==> config.mk <==
export PLATFORM = sky130hd
export DESIGN_NAME = pc_vector_unit
export DESIGN_NICKNAME = d
export VERILOG_FILES = /design/src/rtl/pcseq_pkg.sv /design/src/rtl/pcseq_req.sv /design/src/rtl/pcseq_stack.sv /design/src/rtl/pc_vector_unit.sv
export SDC_FILE = /design/constraint.sdc
export NUM_CORES = 1
export LEC_CHECK = 0
export ABC_CLOCK_PERIOD_IN_PS = 4900
export BUFFER_PORTS_ARGS = -buffer_cell sky130_fd_sc_hd__buf_2
export CAP_MARGIN = 20
export CORE_MARGIN = 2
export CORE_UTILIZATION = 60
export CTS_BUF_LIST = sky130_fd_sc_hd__clkbuf_2 sky130_fd_sc_hd__clkbuf_4 sky130_fd_sc_hd__clkbuf_8
export CTS_CLUSTER_SIZE = 20
export DETAILED_ROUTE_END_ITERATION = 7
export PLACE_DENSITY = 0.77
export SYNTH_ARGS = -nofsm -noshare
export SYNTH_HDL_FRONTEND = slang
export SYNTH_SLANG_ARGS = --single-unit
==> constraint.sdc <==
create_clock -name clk -period 4.9 [get_ports clk]
set_input_delay 0.245 -clock clk [delete_from_list [all_inputs] [get_ports clk]]
set_output_delay 0.245 -clock clk [all_outputs]
set_load 0.01 [all_outputs]
==> src/rtl/pcseq_pkg.sv <==
// Package: shared selector type for the PC sequencer.
// Assumes: consumers use the enum only for the next-PC source choice.
package pcseq_pkg;
    typedef enum logic [2:0] {
        NXT_HOLD,
        NXT_INC,
        NXT_JUMP,
        NXT_CALL,
        NXT_POP,
        NXT_VEC
    } nxt_src_e;
endpackage

==> src/rtl/pcseq_req.sv <==
// Interrupt request latch: detects the selected edge on the external pin and
// latches the timer pulse; each request holds until its clear input.
// Assumes: the pin is already synchronous to clk.
module pcseq_req (
    input  logic clk,
    input  logic rst_n,
    input  logic ext_pin_i,
    input  logic fall_sel_i,
    input  logic tmr_ovf_i,
    input  logic clr_ext_i,
    input  logic clr_tmr_i,
    output logic ext_pend_o,
    output logic tmr_pend_o
);
    logic pin_q;
    logic edge_hit;

    // Edge of the chosen polarity between last sample and now.
    always_comb edge_hit = fall_sel_i ? (pin_q & ~ext_pin_i) : (~pin_q & ext_pin_i);

    // Pin history and pending flags; new events win over a clear.
    always_ff @(posedge clk) begin
        if (!rst_n) begin
            pin_q      <= 1'b0;
            ext_pend_o <= 1'b0;
            tmr_pend_o <= 1'b0;
        end else begin
            pin_q      <= ext_pin_i;
            ext_pend_o <= (ext_pend_o & ~clr_ext_i) | edge_hit;
            tmr_pend_o <= (tmr_pend_o & ~clr_tmr_i) | tmr_ovf_i;
        end
    end

    p_edge_pol_r5: assert property (@(posedge clk) disable iff (!rst_n)
        $rose(ext_pend_o) |-> ($past(ext_pin_i) != $past(fall_sel_i)));
    p_pend_hold_r7: assert property (@(posedge clk) disable iff (!rst_n)
        (tmr_pend_o && !clr_tmr_i) |=> tmr_pend_o);
endmodule

==> src/rtl/pcseq_stack.sv <==
// Return-address stack: DEPTH levels of W bits, invisible to software.
// Push on full overwrites the top level and sets a sticky overflow flag.
// Pop on empty yields zero. Assumes push and pop never coincide.
module pcseq_stack #(
    parameter int W     = 12,
    parameter int DEPTH = 6
) (
    input  logic         clk,
    input  logic         rst_n,
    input  logic         push_i,
    input  logic         pop_i,
    input  logic [W-1:0] push_data_i,
    output logic [W-1:0] top_o,
    output logic         full_o,
    output logic         ovf_o
);
    localparam int CW = $clog2(DEPTH + 1);

    logic [CW-1:0] cnt_q;
    logic [W-1:0]  lvl_q [DEPTH];
    logic [CW-1:0] wr_idx;
    logic          empty;

    // Derived occupancy and write slot.
    always_comb begin
        full_o = (cnt_q == CW'(DEPTH));
        empty  = (cnt_q == '0);
        wr_idx = full_o ? CW'(DEPTH - 1) : cnt_q;
        top_o  = empty ? '0 : lvl_q[cnt_q - 1'b1];
    end

    // Per-level storage written only by a push aimed at it.
    for (genvar g = 0; g < DEPTH; g++) begin : g_lvl
        always_ff @(posedge clk) begin
            if (!rst_n)
                lvl_q[g] <= '0;
            else if (push_i && wr_idx == CW'(g))
                lvl_q[g] <= push_data_i;
        end
    end

    // Occupancy count and sticky overflow.
    always_ff @(posedge clk) begin
        if (!rst_n) begin
            cnt_q <= '0;
            ovf_o <= 1'b0;
        end else if (push_i) begin
            if (full_o) ovf_o <= 1'b1;
            else        cnt_q <= cnt_q + 1'b1;
        end else if (pop_i && !empty) begin
            cnt_q <= cnt_q - 1'b1;
        end
    end

    p_cnt_bound_r4: assert property (@(posedge clk) disable iff (!rst_n)
        cnt_q <= CW'(DEPTH));
    p_ovf_from_full_r11: assert property (@(posedge clk) disable iff (!rst_n)
        $rose(ovf_o) |-> $past(full_o && push_i));
    p_ovf_sticky_r11: assert property (@(posedge clk) disable iff (!rst_n)
        ovf_o |=> ovf_o);
endmodule

==> src/rtl/pc_vector_unit.sv <==
// PC sequencer top: chooses the next PC from strobes, return stack and
// interrupt vectors; arbitrates external over timer requests.
// Assumes at most one strobe per cycle; accepted interrupts pre-empt strobes.
module pc_vector_unit #(
    parameter int          PC_W    = 12,
    parameter int          DEPTH   = 6,
    parameter logic [11:0] RST_VEC = 12'h000,
    parameter logic [11:0] EXT_VEC = 12'h004,
    parameter logic [11:0] TMR_VEC = 12'h008
) (
    input  logic            clk,
    input  logic            rst_n,
    input  logic            step_i,
    input  logic            jump_i,
    input  logic            call_i,
    input  logic            ret_i,
    input  logic            reti_i,
    input  logic [PC_W-1:0] target_i,
    input  logic            ext_pin_i,
    input  logic            ext_fall_sel_i,
    input  logic            ext_en_i,
    input  logic            tmr_ovf_i,
    input  logic            tmr_en_i,
    output logic [PC_W-1:0] pc_o,
    output logic            int_ack_o,
    output logic            gie_o,
    output logic            stk_ovf_o
);
    import pcseq_pkg::*;

    logic            ext_pend, tmr_pend;
    logic            take_ext, take_tmr, take;
    logic            stk_full, stk_push, stk_pop;
    logic [PC_W-1:0] stk_top, push_val, pc_inc;
    nxt_src_e        nxt;

    pcseq_req u_req (
        .clk        (clk),
        .rst_n      (rst_n),
        .ext_pin_i  (ext_pin_i),
        .fall_sel_i (ext_fall_sel_i),
        .tmr_ovf_i  (tmr_ovf_i),
        .clr_ext_i  (take_ext),
        .clr_tmr_i  (take_tmr),
        .ext_pend_o (ext_pend),
        .tmr_pend_o (tmr_pend)
    );

    pcseq_stack #(.W(PC_W), .DEPTH(DEPTH)) u_stk (
        .clk         (clk),
        .rst_n       (rst_n),
        .push_i      (stk_push),
        .pop_i       (stk_pop),
        .push_data_i (push_val),
        .top_o       (stk_top),
        .full_o      (stk_full),
        .ovf_o       (stk_ovf_o)
    );

    // Interrupt acceptance with fixed external-first order.
    always_comb begin
        take_ext = ext_pend & ext_en_i & gie_o & ~stk_full;
        take_tmr = tmr_pend & tmr_en_i & gie_o & ~stk_full & ~take_ext;
        take     = take_ext | take_tmr;
    end

    // Next-PC source selection and stack control.
    always_comb begin
        pc_inc = pc_o + 1'b1;
        if (take)                 nxt = NXT_VEC;
        else if (call_i)          nxt = NXT_CALL;
        else if (ret_i || reti_i) nxt = NXT_POP;
        else if (jump_i)          nxt = NXT_JUMP;
        else if (step_i)          nxt = NXT_INC;
        else                      nxt = NXT_HOLD;
        stk_push = (nxt == NXT_VEC) || (nxt == NXT_CALL);
        stk_pop  = (nxt == NXT_POP);
        push_val = (nxt == NXT_VEC) ? pc_o : pc_inc;
    end

    // PC, acknowledge and global enable registers.
    always_ff @(posedge clk) begin
        if (!rst_n) begin
            pc_o      <= RST_VEC[PC_W-1:0];
            int_ack_o <= 1'b0;
            gie_o     <= 1'b1;
        end else begin
            int_ack_o <= take;
            case (nxt)
                NXT_VEC:  pc_o <= take_ext ? EXT_VEC[PC_W-1:0] : TMR_VEC[PC_W-1:0];
                NXT_CALL: pc_o <= target_i;
                NXT_POP:  pc_o <= stk_top;
                NXT_JUMP: pc_o <= target_i;
                NXT_INC:  pc_o <= pc_inc;
                default:  pc_o <= pc_o;
            endcase
            if (take)
                gie_o <= 1'b0;
            else if (nxt == NXT_POP && reti_i)
                gie_o <= 1'b1;
        end
    end

    p_ack_vec_r12: assert property (@(posedge clk) disable iff (!rst_n)
        int_ack_o |-> (pc_o == EXT_VEC[PC_W-1:0] || pc_o == TMR_VEC[PC_W-1:0]));
    p_ack_room_r7: assert property (@(posedge clk) disable iff (!rst_n)
        int_ack_o |-> $past(!stk_full && gie_o));
    p_ack_gie_r10: assert property (@(posedge clk) disable iff (!rst_n)
        int_ack_o |-> !gie_o);
    p_ext_first_r9: assert property (@(posedge clk) disable iff (!rst_n)
        (int_ack_o && $past(ext_pend && ext_en_i)) |-> pc_o == EXT_VEC[PC_W-1:0]);
endmodule

* Word-level counts from Yosys, hierarchy flattened *
Memories as Yosys holds them, arrays and structs flattened.
Index checks and enable logic that the tools add are counted.

storage, ports and cells
  bits in registers = 21
  bits in read-only memories = 0
  memories kept = 1
  bits in writable memories = 72
  word-level logic and storage cells = 109
  bits of input ports = 24
  output and inout port bits = 15
  bits in latches = 0

memories
  memory       words  bits a word  rd ports  clocked after memory_dff  write ports  RTL line           source
  u_stk.lvl_q  6      12           1         0                         6            pcseq_stack.sv:20  logic [W-1:0] lvl_q [DEPTH];

cells by class
  add/subtract/negate cells = 3
  shift-type cells = 0
  equality and inequality tests = 12
  reduce and logical (&&, ||, !) cells = 19
  $lt $le $gt $ge = 0
  bitwise gates (word level) = 25
  multiply operators = 0
  divide/modulo/power cells = 0
  multiplexer cells = 41

operators by type and width
  operator                 count
  $mux W12                 8
  $pmux W12 S4             1
  $mux W1                  23
  $mux W3                  7
  $eq A3 B3 Y1 const B     5
  $add A12 B1 Y12 const B  1
  $eq A3 B2 Y1 const B     4
  $and A1 B1 Y1            11
  $or A1 B1 Y1             9
  $logic_and A1 B1 Y1      8
  $eq A3 B1 Y1 const B     2
  $logic_not A3 Y1         2
  $not A1 Y1               5
  $mux W4                  1
  $reduce_and A2 Y1        2
  $reduce_bool A2 Y1       2
  $reduce_bool A4 Y1       1
  $add A3 B1 Y3 const B    1
  $sub A3 B1 Y3 const B    1
  $logic_or A1 B1 Y1       2
  $mux W2                  1
  $ne A2 B2 Y1 const B     1
  $reduce_or A2 Y1         1
  $logic_not A1 Y1         1

* Depth between registers and ports, before layout *
  word-level depth = 14
  gate-level depth with buffers = 10
  mapped depth without buffers = 7

* Cells and area by module *
A second synthesis with hierarchy kept.

second synthesis, totals
  cells, all modules = 420
  area total of the unflattened synthesis = 4953.5 um^2

modules (own cells, without submodules)
  module          instances  cells an instance  area each (um^2)
  pcseq_stack     1          264                3706.1
  pc_vector_unit  1          146                1136.1
  pcseq_req       1          10                 111.4

* Worst setup path after synthesis *
No wires, ideal clock.

  kind = flip-flop to flip-flop
  start = register u_stk.cnt_q[0]
  end = memory u_stk.lvl_q[2][0] (enable)
  data required time = 4.483 ns
  library setup time = 0.417 ns
  path buffers = 2
  arrival = 2.149 ns
  cell stages (with the launch flop) = 4
  slack = 2.334 ns
  clock period less this slack = 2.566 ns
  cell sequence = dfxtp_1 buf_2 buf_2 o41ai_1

RTL lines
  item                    RTL line           source
  from (decl)             pcseq_stack.sv:19  logic [CW-1:0] cnt_q;
  from (signal assigned)  pcseq_stack.sv:49  else cnt_q <= cnt_q + 1'b1;
  from (signal assigned)  pcseq_stack.sv:51  cnt_q <= cnt_q - 1'b1;
  to (decl)               pcseq_stack.sv:20

==> flow_summary.ini <==
[critical_path]
cp.arrival_ps = 3130
endpoint_kind = register
crit_path_start_kind = register
crit_type = register to register
cp_data_required_time_ps = 4990
crit_fanout = 20

[sta]
tns_ps = 0
setup_violations = 0
fin_crit_ps = 3036
worst_pin_slew_ps = 1092
clock_skew_ps = 17.73
finalHoldViolations = 0
setup_slack_ps = 1864
fmax_mhz = 329.3
slew_headroom_pct = 26.88
drv_slew = 0
finalCritPeriodShare_pct = 61.97
grt_setup_unrepaired = false

[finish]
fin_nets = 455
stdcell_count = 533
layout_commonest_cell = nor2_1
antenna_cells = 0
final_cell_mix = 89 x nor2_1, 72 x edfxtp_1, 38 x buf_2
layout-drive-gt1-share_pct = 19.26
area_growth_pct = 8.146
fin_util_pct = 66.03

[floorplan]
die_h_um = 92.22
initial_core_util_pct = 61.06
die_area_sq_um = 8505
io_pins = 39
core_sq_um = 7647
die_w_um = 92.22
fp-row-count = 32

[cts]
cts_root_buf = clkbuf_8
clock_sinks = 93
insertion_delay_ps = 370
path_clk_slew_ps = 100
post_cts_resized = 0
holdBufCountCts = 0
htree_levels = 3
cts_buffers = 9
clk_path_buf_depth = 2
postCtsSetupBuffers = 0
tritoncts = yes

[global_route]
grt_max_degree = 24
grt_pass1_wl_mm = 15.59
grt_pass1_vias = 3032
overflow = 0
grt.total_usage_pct = 24.87
grt_antenna_before_repair = 0

[route]
routed_wl_mm = 10.02
top_layer_used = met4
initialDrtViolationCount = 225
drt_pass1_iterations = 4
drt_drc_violations_left = 0
drtAntennaViolNets = 0
met3_length_um = 603
wl_met2_mm = 4.997
wl_per_cell_um = 18.81
wl_met1_mm = 4.275
viasPerCell = 5.833
vias = 3109

[power]
internal_power_mw = 1.381
power.density_nw_per_um2 = 408.3
power.ir.vdd_worst_mv = 0.2067
netSwitchingPower_mw = 0.6814
pwr-share-seq_pct = 48.7
clockPowerShare_pct = 23.1
p_leak_nw = 1.933
netSwitchingFraction_pct = 33.04
pwr-share-comb_pct = 28.2

[placed_design]
gp_congestion = 0.8194
dp_cells = 517
dp_hpwl_mm = 6.726
dp_worst_setup_slack_ps = 1926
port_buffers = 38

[logic_synthesis]
synth-seq-area-share_pct = 55.31
syn_inst = 399
ys_warn_count = 0
netlist_area_sq_um = 4669
synth-seq-cells = 93
synth_cell_types = 53
synth_async_sr_flop_share_pct = 0
ys.flop_type = edfxtp_1
synth-edff-count = 72
syn_area_per_cell_sq_um = 11.70
postSynthNetCount = 428

[worst_hold_path]
worstHoldPathType = input pin to register

[run_status]
status = finished, final reports clean

[job]
drv_cap = 0
## sequential cells by signal (all words and copies together), names as in the netlist
signal	cells
pc_o	12
u_req.ext_pend_o	1
int_ack_o	1
u_stk.lvl_q	72
gie_o	1
u_stk.ovf_o	1
u_req.tmr_pend_o	1
u_req.pin_q	1
u_stk.cnt_q	3
## worst max-delay path, cell delays in order (launching register included)
cell      delay [ps]
dfxtp_1          320
buf_4            320
inv_2            190
ha_1             330
a21boi_4         340
nand2_1          360
and3_1           280
xnor2_1          520
nor2_1           100
## per-stage QoR
| stage | total power [mW] | area (sq um) | hold slack (ps) |
|---|---|---|---|
| 2_1_floorplan | 1.465 | 4669 | 362.4 |
| 3_3_place_gp | 1.577 | 4875 | 443.7 |
| 3_5_place_dp | 1.599 | 4875 | 458.7 |
| 4_1_cts | 2.064 | 5050 | 67.35 |
| 5_1_grt | 2.158 | 5050 | 80.81 |
| 6_report | 2.062 | 5050 | 77.15 |
## layer usage
metal / track usage (%) / vias to the layer above
met3: 6.081 / 18
met4: 9.328 / 0
met1: 30.76 / 1498
met5: 0 / -
met2: 42.46 / 93
li1: - / 1500
## power groups by stage
stage	clock network, mW	registers (mW)	logic, mW
floorplan	0	1.01	0.458
global placement	0	1.02	0.560
detailed placement	0	1.02	0.578
CTS	0.479	1.00	0.581
global route	0.511	1.02	0.632
finish	0.476	1.00	0.581
## synth_stat cells (4+ instances only)
cell	count	share of area (%)
a21oi_1	15	1.6
a22oi_1	4	0.64
a32oi_1	5	0.94
and2_1	6	0.80
buf_2	17	1.8
dfxtp_1	21	9.0
edfxtp_1	72	46
ha_1	5	1.3
inv_1	4	0.32
mux2_2	9	2.2
mux2i_1	10	2.1
mux4_1	8	4.5
mux4_2	4	1.9
nand2_1	35	2.8
nand3_1	17	1.8
nor2_1	89	7.2
o211ai_1	7	1.1
xnor2_1	11	2.1
xor2_1	8	1.5
## worst paths after layout
kind / to / slack (ps) / startpoint / depth (start not counted)
setup reg to reg: u_stk.lvl_q[5][8]$_SDFFCE_PN0P_ / 1860 / u_stk.cnt_q[0]$_SDFFE_PN0P_ / 8
setup / recovery: u_stk.lvl_q[5][8]$_SDFFCE_PN0P_ / 1860 / u_stk.cnt_q[0]$_SDFFE_PN0P_ / 8
hold reg to reg: u_stk.ovf_o$_SDFFE_PN0P_ / 490 / u_stk.ovf_o$_SDFFE_PN0P_ / 2
hold / removal: pc_o[6]$_SDFFE_PN0P_ / 80 / target_i[6] / 3
## layout make-up
class	instances	area, sq um
multi-input cells	276	1933
fillers	574	2597
well taps	102	127.6
clock inverters	6	43.79
repair buffers	41	212.7
inverters	5	18.77
clock buffers	10	131.4
flip-flops and latches	93	2582
## cells by family after synthesis
kind of cell | count (synthesis) | share of synthesized area (%)
AOI/OAI and AO/OA | 52 | 8.869
muxes | 32 | 11.07
DFF | 93 | 55.31
xor gates and xnor gates | 23 | 4.957
adders and majority gates | 5 | 1.340
buffers and inverters | 30 | 3.456
and+or+nand+nor | 164 | 15.01
Note: power is estimated with default switching activity, not from simulation.
